$ cat config.mk
export PLATFORM = sky130hd
export DESIGN_NAME = dram_phase_ctrl
export DESIGN_NICKNAME = d
export VERILOG_FILES = /design/src/rtl/dram_seq_pkg.sv /design/src/rtl/dram_phase_gen.sv /design/src/rtl/dram_strobe_gen.sv /design/src/rtl/dram_addr_mux.sv /design/src/rtl/dram_phase_ctrl.sv
export SDC_FILE = /design/constraint.sdc
export NUM_CORES = 1
export LEC_CHECK = 0
export ABC_AREA = 1
export ABC_CLOCK_PERIOD_IN_PS = 1300
export BUFFER_PORTS_ARGS = -buffer_cell sky130_fd_sc_hd__clkbuf_2
export CAP_MARGIN = 10
export CORE_MARGIN = 1.5
export CORE_UTILIZATION = 42
export CTS_CLUSTER_DIAMETER = 30
export DETAILED_ROUTE_END_ITERATION = 8
export PLACE_DENSITY = 0.78
export SETUP_SLACK_MARGIN = 0.05
export SLEW_MARGIN = 20
export SYNTH_ARGS = -nofsm -noshare
export SYNTH_HDL_FRONTEND = slang
export SYNTH_HIERARCHICAL = 1
export SYNTH_SLANG_ARGS = --single-unit
$ cat constraint.sdc
create_clock -name clk -period 1.3 [get_ports clk]
set_clock_uncertainty 0.15 [all_clocks]
set_input_delay 0 -clock clk [delete_from_list [all_inputs] [get_ports clk]]
set_output_delay 0 -clock clk [all_outputs]
set_load 0.05 [all_outputs]
$ cat src/rtl/dram_seq_pkg.sv
// Shared types and the ring step for the DRAM strobe sequencer.
// Assumes an eight-bit twisted ring; all decodes elsewhere rely on that width.
package dram_seq_pkg;
    localparam int PH_W = 8;
    typedef logic [PH_W-1:0] phase_t;
    localparam phase_t PH_RESET = '1;

    // One step of the twisted ring: shift up, feed back the inverted top bit.
    function automatic phase_t phase_step(input phase_t p);
        return {p[PH_W-2:0], ~p[PH_W-1]};
    endfunction
endpackage

$ cat src/rtl/dram_phase_gen.sv
// Phase sequencer: a 16-state twisted ring clocked by the master clock,
// plus the CPU clock decoded from it. Assumes an eight-bit phase word.
module dram_phase_gen
    import dram_seq_pkg::*;
(
    input  logic   clk,
    input  logic   rst_n,
    output phase_t phase,
    output logic   cpu_clk
);
    phase_t lo_run;
    phase_t hi_run;

    // Advance the ring every master clock; reset parks it at all ones.
    always_ff @(posedge clk) begin
        if (!rst_n) phase <= PH_RESET;
        else        phase <= phase_step(phase);
    end

    // CPU clock: parity of the odd phase bits gives a period of four states.
    assign cpu_clk = phase[7] ^ phase[5] ^ phase[3] ^ phase[1];

    // Shape checks: a legal ring word is one run of ones at the bottom or at the top.
    assign lo_run = phase & (phase + 8'd1);
    assign hi_run = ~phase & (~phase + 8'd1);

    AST_PHASE_LEGAL: assert property (@(posedge clk) disable iff (!rst_n)
        (lo_run == '0) || (hi_run == '0));
endmodule

$ cat src/rtl/dram_strobe_gen.sv
// Strobe decoder: row strobe, column strobe, write strobe, CPU window and
// wait request, all decoded from the phase word. The strobes are registered.
// Assumes rd_n and wr_n are never low together and that the CPU control lines
// stay constant within a frame.
module dram_strobe_gen
    import dram_seq_pkg::*;
(
    input  logic   clk,
    input  logic   rst_n,
    input  phase_t phase,
    input  logic   mreq_n,
    input  logic   rd_n,
    input  logic   wr_n,
    input  logic   rfsh_n,
    output logic   ras_n,
    output logic   cas_n,
    output logic   we_n,
    output logic   cpu_sel_n,
    output logic   wait_n,
    output logic   col_phase,
    output logic   vid_byte
);
    logic ras_lvl;
    logic cpu_win;
    logic vid_cas_a;
    logic vid_cas_b;
    logic cpu_cas_slot;
    logic cpu_req;
    logic cpu_wr_req;

    // Row strobe level: high for four ring states, low for the other twelve.
    assign ras_lvl = phase[0] & (~phase[2] | phase[6]);

    // CPU window: six consecutive ring states at the end of the frame.
    assign cpu_win   = phase[1] & ~phase[7];
    assign cpu_sel_n = ~cpu_win;

    // Single-state decodes at the edges of the runs of ones.
    assign vid_cas_a    = phase[4] & ~phase[3];
    assign vid_cas_b    = phase[6] & ~phase[5];
    assign cpu_cas_slot = phase[4] & ~phase[5];

    // Real CPU access: a request with a read or a write, and not a refresh cycle.
    assign cpu_req    = ~mreq_n & rfsh_n & (~rd_n | ~wr_n);
    assign cpu_wr_req = cpu_req & ~wr_n;

    // Column half of the address while either slot's columns are strobed.
    assign col_phase = (~phase[2] & ~phase[0]) | (phase[4] & ~phase[7]);
    assign vid_byte  = ~phase[5];

    // Hold the CPU until its window while an access is pending.
    assign wait_n = ~(cpu_req & ~cpu_win);

    // Register the strobes so the pins change one clock after the phase.
    always_ff @(posedge clk) begin
        if (!rst_n) begin
            ras_n <= 1'b1;
            cas_n <= 1'b1;
            we_n  <= 1'b1;
        end else begin
            ras_n <= ras_lvl;
            cas_n <= ~(vid_cas_a | vid_cas_b | (cpu_cas_slot & cpu_req));
            we_n  <= ~(cpu_cas_slot & cpu_wr_req);
        end
    end

    AST_CAS_UNDER_RAS: assert property (@(posedge clk) disable iff (!rst_n)
        !cas_n |-> !ras_n);
    AST_WE_IN_WINDOW: assert property (@(posedge clk) disable iff (!rst_n)
        !we_n |-> (!cpu_sel_n && !cas_n));
    AST_RFSH_NO_CAS: assert property (@(posedge clk) disable iff (!rst_n)
        (!rfsh_n && !cpu_sel_n) |=> ((cpu_sel_n || cas_n) && we_n));
    AST_SEL_OPENS_HIGH_RAS: assert property (@(posedge clk) disable iff (!rst_n)
        $fell(cpu_sel_n) |-> ras_n);
    AST_WAIT_OUTSIDE: assert property (@(posedge clk) disable iff (!rst_n)
        !wait_n |-> cpu_sel_n);
endmodule

$ cat src/rtl/dram_addr_mux.sv
// Address multiplexer: picks the video or the CPU source, then the row half
// (bits ROW_W..1) or the column half (upper bits above bit 0).
// Assumes ADDR_W == 2*ROW_W, so both halves have the same width.
module dram_addr_mux #(
    parameter int ADDR_W = 16,
    parameter int ROW_W  = 8
) (
    input  logic              cpu_sel_n,
    input  logic              col_phase,
    input  logic              vid_byte,
    input  logic [ADDR_W-1:1] vid_addr,
    input  logic [ADDR_W-1:0] cpu_addr,
    output logic [ROW_W-1:0]  dram_addr
);
    logic [ADDR_W-1:0] src;

    // Source select: video word plus byte bit, or the full CPU byte address.
    assign src = cpu_sel_n ? {vid_addr, vid_byte} : cpu_addr;

    // Half select: the row takes the bits just above bit 0, and bit 0 goes to the column.
    assign dram_addr = col_phase ? {src[ADDR_W-1:ROW_W+1], src[0]} : src[ROW_W:1];
endmodule

$ cat src/rtl/dram_phase_ctrl.sv
// Top: the shared-DRAM strobe sequencer. It ties the phase ring, the strobe
// decoder and the address multiplexer together. Assumes one master clock at
// four times the CPU clock and a synchronous active-low reset.
module dram_phase_ctrl
    import dram_seq_pkg::*;
#(
    parameter int ADDR_W = 16,
    parameter int ROW_W  = 8
) (
    input  logic              clk,
    input  logic              rst_n,
    input  logic              mreq_n,
    input  logic              rd_n,
    input  logic              wr_n,
    input  logic              rfsh_n,
    input  logic [ADDR_W-1:1] vid_addr,
    input  logic [ADDR_W-1:0] cpu_addr,
    output logic              ras_n,
    output logic              cas_n,
    output logic              we_n,
    output logic              cpu_sel_n,
    output logic              wait_n,
    output logic              cpu_clk,
    output logic [ROW_W-1:0]  dram_addr
);
    phase_t phase;
    logic   col_phase;
    logic   vid_byte;

    dram_phase_gen u_phase (
        .clk     (clk),
        .rst_n   (rst_n),
        .phase   (phase),
        .cpu_clk (cpu_clk)
    );

    dram_strobe_gen u_strobe (
        .clk       (clk),
        .rst_n     (rst_n),
        .phase     (phase),
        .mreq_n    (mreq_n),
        .rd_n      (rd_n),
        .wr_n      (wr_n),
        .rfsh_n    (rfsh_n),
        .ras_n     (ras_n),
        .cas_n     (cas_n),
        .we_n      (we_n),
        .cpu_sel_n (cpu_sel_n),
        .wait_n    (wait_n),
        .col_phase (col_phase),
        .vid_byte  (vid_byte)
    );

    dram_addr_mux #(.ADDR_W(ADDR_W), .ROW_W(ROW_W)) u_mux (
        .cpu_sel_n (cpu_sel_n),
        .col_phase (col_phase),
        .vid_byte  (vid_byte),
        .vid_addr  (vid_addr),
        .cpu_addr  (cpu_addr),
        .dram_addr (dram_addr)
    );
endmodule

* Word level (Yosys, flattened, before mapping)
Index checks and enable logic that the tools add are counted.
** Word-level totals
- Register bits :: 11
- Input bits :: 37
- Word-level logic and storage cells :: 39
** Operators by class
- Muxes and demuxes :: 2
- Bitwise gates (word level) :: 33
** Operators by type and width (number)
- 16-bit two-way mux :: 1
- 1-bit bitwise AND :: 13
- 1-bit NOT :: 12
- 8-bit two-way mux :: 1
- 1-bit OR :: 5
- 1-bit bitwise XOR :: 3

* Longest topological paths before layout
- Depth after elaboration :: 6
- Gate-level depth with buffers :: 8
- Depth with buffers taken out :: 6

* Modules after synthesis
The synthesis kept the hierarchy.
** By module, submodules not included
- dram_addr_mux :: times used 1, cells an instance 94, area an instance 395.4 µm²
- dram_phase_gen :: times used 1, cells an instance 38, area an instance 279.0 µm²
- dram_strobe_gen :: times used 1, cells an instance 26, area an instance 157.7 µm²

* Least setup slack after synthesis
No wires, ideal clock.
- Path kind :: register -> output
- Start point :: register u_phase.phase[7]
- End point :: output dram_addr[4]
- Arrival :: 1.622 ns
- Required time :: 1.150 ns
- Slack :: -0.472 ns
- Stages on the path, launching flop included :: 9
- Cell sequence :: dfxtp_1 -> inv_1 -> nand2_1 -> buf_6 -> inv_4 -> buf_6 -> nand2_1 -> nand3_1 -> nand2_1
** On the way
- Word-level cells in the longest chain between the ends :: 4
** Ends and longest elaborated chain
- start: declaration :: line dram_phase_gen.sv:8 : output phase_t phase,
- start signal: assignment :: line dram_phase_gen.sv:17 : else phase <= phase_step(phase);
- 1-bit NOT (*) :: line dram_strobe_gen.sv:35, dram_strobe_gen.sv:48
- 1-bit bitwise AND (on tied branches) :: line dram_strobe_gen.sv:35, dram_strobe_gen.sv:48
- 16-bit two-way mux or 1-bit OR (tied branches) :: line dram_addr_mux.sv:18, dram_strobe_gen.sv:48
- 8-bit two-way mux (*) :: line dram_addr_mux.sv:21 : assign dram_addr = col_phase ? {src[ADDR_W-1:ROW_W+1], src[0]} : src[ROW_W:1];
- end: declaration :: line dram_phase_ctrl.sv:24 : output logic [ROW_W-1:0] dram_addr
Every way passes the cells marked *; elsewhere a longest branch is shown, timed or not.

* Final worst setup path
- Start point :: register u_phase.phase[0]
- End point :: output dram_addr[5]
** On the way
- Word-level cells in the longest chain between the ends :: 4
** Ends and longest elaborated chain
- 1-bit NOT :: line dram_strobe_gen.sv:48 : assign col_phase = (~phase[2] & ~phase[0]) | (phase[4] & ~phase[7]);
- 1-bit bitwise AND :: line dram_strobe_gen.sv:48
- 1-bit OR :: line dram_strobe_gen.sv:48
- via col_phase :: line dram_phase_ctrl.sv:27 : logic col_phase;
- 8-bit two-way mux :: line dram_addr_mux.sv:21
The timed path passes the listed nets, and every way through them passes these cells.

==> metrics.txt <==
die area=0.00226 mm²; DRT iter0 DRCs=176; RSZ-0062 raised after global routing=true; Cell variety after synth=14; yosys warns=6; Pwr Density=615 mW/mm²; Clock Sinks=11; syn_nets=195; vias per cell=5.97; hold crit path type=primary input to primary output; Period minus WS final=1.76 ns; CP endpoint kind=primary output; gpl congestion=0.806; first-pass GRT wire length=6.08 mm; CTS tree=done; Startpoint Class=flop; most frequent cells in the layout=nand2_1, inv_1, clkbuf_2; Final ANT Viol Nets=0; fin nets=264; Critical Path RT=1.15 ns; Max Buffers Root-to-Sink=2; Util after Layout=96.2%; DP HPWL=1.89 mm; Rel. slew slack=75.7%; Post-Synthesis Cells=158; fraction of layout cells with a size suffix above 1=45.6%; Setup Crit Path Kind=flop to primary output; final hold vios=0; antenna violations before repair=0; core area=0.00180 mm²; WHS=0.335 ns; largest net degree at the start of global routing=17; placed cell count=238; Post-Syn Area=832 µm²; drt pass-1 iters=8; sequential area share after synthesis=26.5%; Antenna diodes=0; vias in the first global route=1283; cell leakage power=1.06 nW; peak supply drop=0.679 mV; setup TNS=-3.81 ns; Tightest Pin Transition=0.363 ns; vias after detailed routing=1499; Die Y-Extent=47.5 µm; Final setup viols=12; Cell Rows=15; Seq cells post-synth=11; status=finished, violations left; crit-path max FO=8; clk_lat worst skew=0.28 ns; Die Wd=47.5 µm; H-tree depth=1; clk slew on worst S/H paths=0.08 ns; total gr overflow=0; drc violations=0; # IOs=51; Area Growth Syn to Fin=108%; Clock Root Buffer=clkbuf_4; fmax=0.569 GHz; max-capacitance violation count=0; Avg WL per Cell=21.8 µm; most common cell after layout, fill and taps aside=nand2_1; gr usage total=40.0%; Syn Area/Cell=5.27 µm²; worst setup margin=-0.458 ns; Max Slew Vio Count=0; routed wire length=5.48 mm; Num CTS Buffers=3; effective utilization at floorplan=46.2%; fin crit share=135%; # port buffers=50; failing checks=setup timing; crit path DAT=1.61 ns; non-filler instance count after layout=251
-- layer usage --
layer / up-vias / share of wire, % / wire length [µm] / GRT usage (%)
li1: 586 / - / - / -
met1: 653 / 31 / 1700 / 43.5
met2: 190 / 45 / 2480 / 62.7
met3: 70 / 14 / 755 / 17.4
met4: 0 / 10 / 551 / 26.7
met5: - / 0 / 0 / 0
-- cell usage after synthesis --
cell / n / area [µm²]
xnor2_1: 1 / 8.76
dfxtp_1: 11 / 220
buf_6: 2 / 22.5
o21ai_0: 1 / 5.00
o22ai_1: 1 / 6.26
nor3_1: 1 / 5.00
inv_4: 1 / 6.26
nand3_1: 19 / 95.1
inv_1: 49 / 184
nor2_2: 1 / 6.26
buf_2: 2 / 10.0
nand2_1: 65 / 244
buf_4: 1 / 7.51
nor2_1: 3 / 11.3
-- critical path, stage by stage, from the launching register on --
cell        delay (ns)
dfxtp_2           0.34
o22ai_2           0.23
buf_6             0.16
clkinvlp_4        0.10
buf_12            0.16
nand3_2           0.10
nand2_4           0.07
clkbuf_16         0.17
-- power by group --
group	switching (mW)	leakage [nW]	total [mW]	internal [mW]
Sequential	0.0120	0.0886	0.358	0.346
Combinational	0.252	0.957	0.456	0.204
Clock	0.133	0.0150	0.253	0.119
Total	0.398	1.06	1.07	0.669
-- path summary, 6_finish.rpt --
check                           slack [ns]               end  cells after the start             start
worst max-delay path                 -0.46      dram_addr[5]                      7  u_phase/phase[0]
worst max register to register        0.12    u_strobe/cas_n                      6  u_phase/phase[4]
worst min-delay path                  0.34      dram_addr[7]                      6       cpu_addr[8]
worst min register to register        0.39  u_phase/phase[7]                      2  u_phase/phase[6]
-- state kept, by name, summed over array words and instances (netlist names) --
name,count
u_strobe/cas_n,1
u_strobe/ras_n,1
u_phase/phase,8
u_strobe/we_n,1
-- metrics by stage --
| step | instance area (µm²) | worst slack [ns] | power, mW |
|---|---|---|---|
| after global placement | 1300 | -0.110 | 0.650 |
| after floorplan | 972 | 0.0140 | 0.555 |
| final | 1730 | -0.458 | 1.07 |
| after CTS | 1630 | -0.338 | 0.977 |
| after detailed placement | 1300 | -0.158 | 0.658 |
| after global routing | 1730 | -0.472 | 1.09 |
-- layout make-up --
type | count | area, µm²
clock buffer | 4 | 26.3
fill | 41 | 68.8
inverter | 50 | 201
multi-input combinational | 93 | 594
sequential | 11 | 230
tap | 25 | 31.3
timing repair buffer | 68 | 649
-- cell families after synthesis --
logic type / synth area share [%]
AND/OR/NAND/NOR: 43.5
buffers and inverters: 27.7
flip-flops: 26.5
AO/OA/AOI/OAI: 1.35
XOR/XNOR: 1.05
-- what timing repair did --
action	in CTS	in global routing
gates cloned	1	0
pin swaps	19	1
buffers inserted	2	1
endpoints found under the hold margin	11	0
endpoints found under the setup margin	11	11
gates resized for setup	38	18
hold buffers	5	0
(Power assumes the default switching activity.)
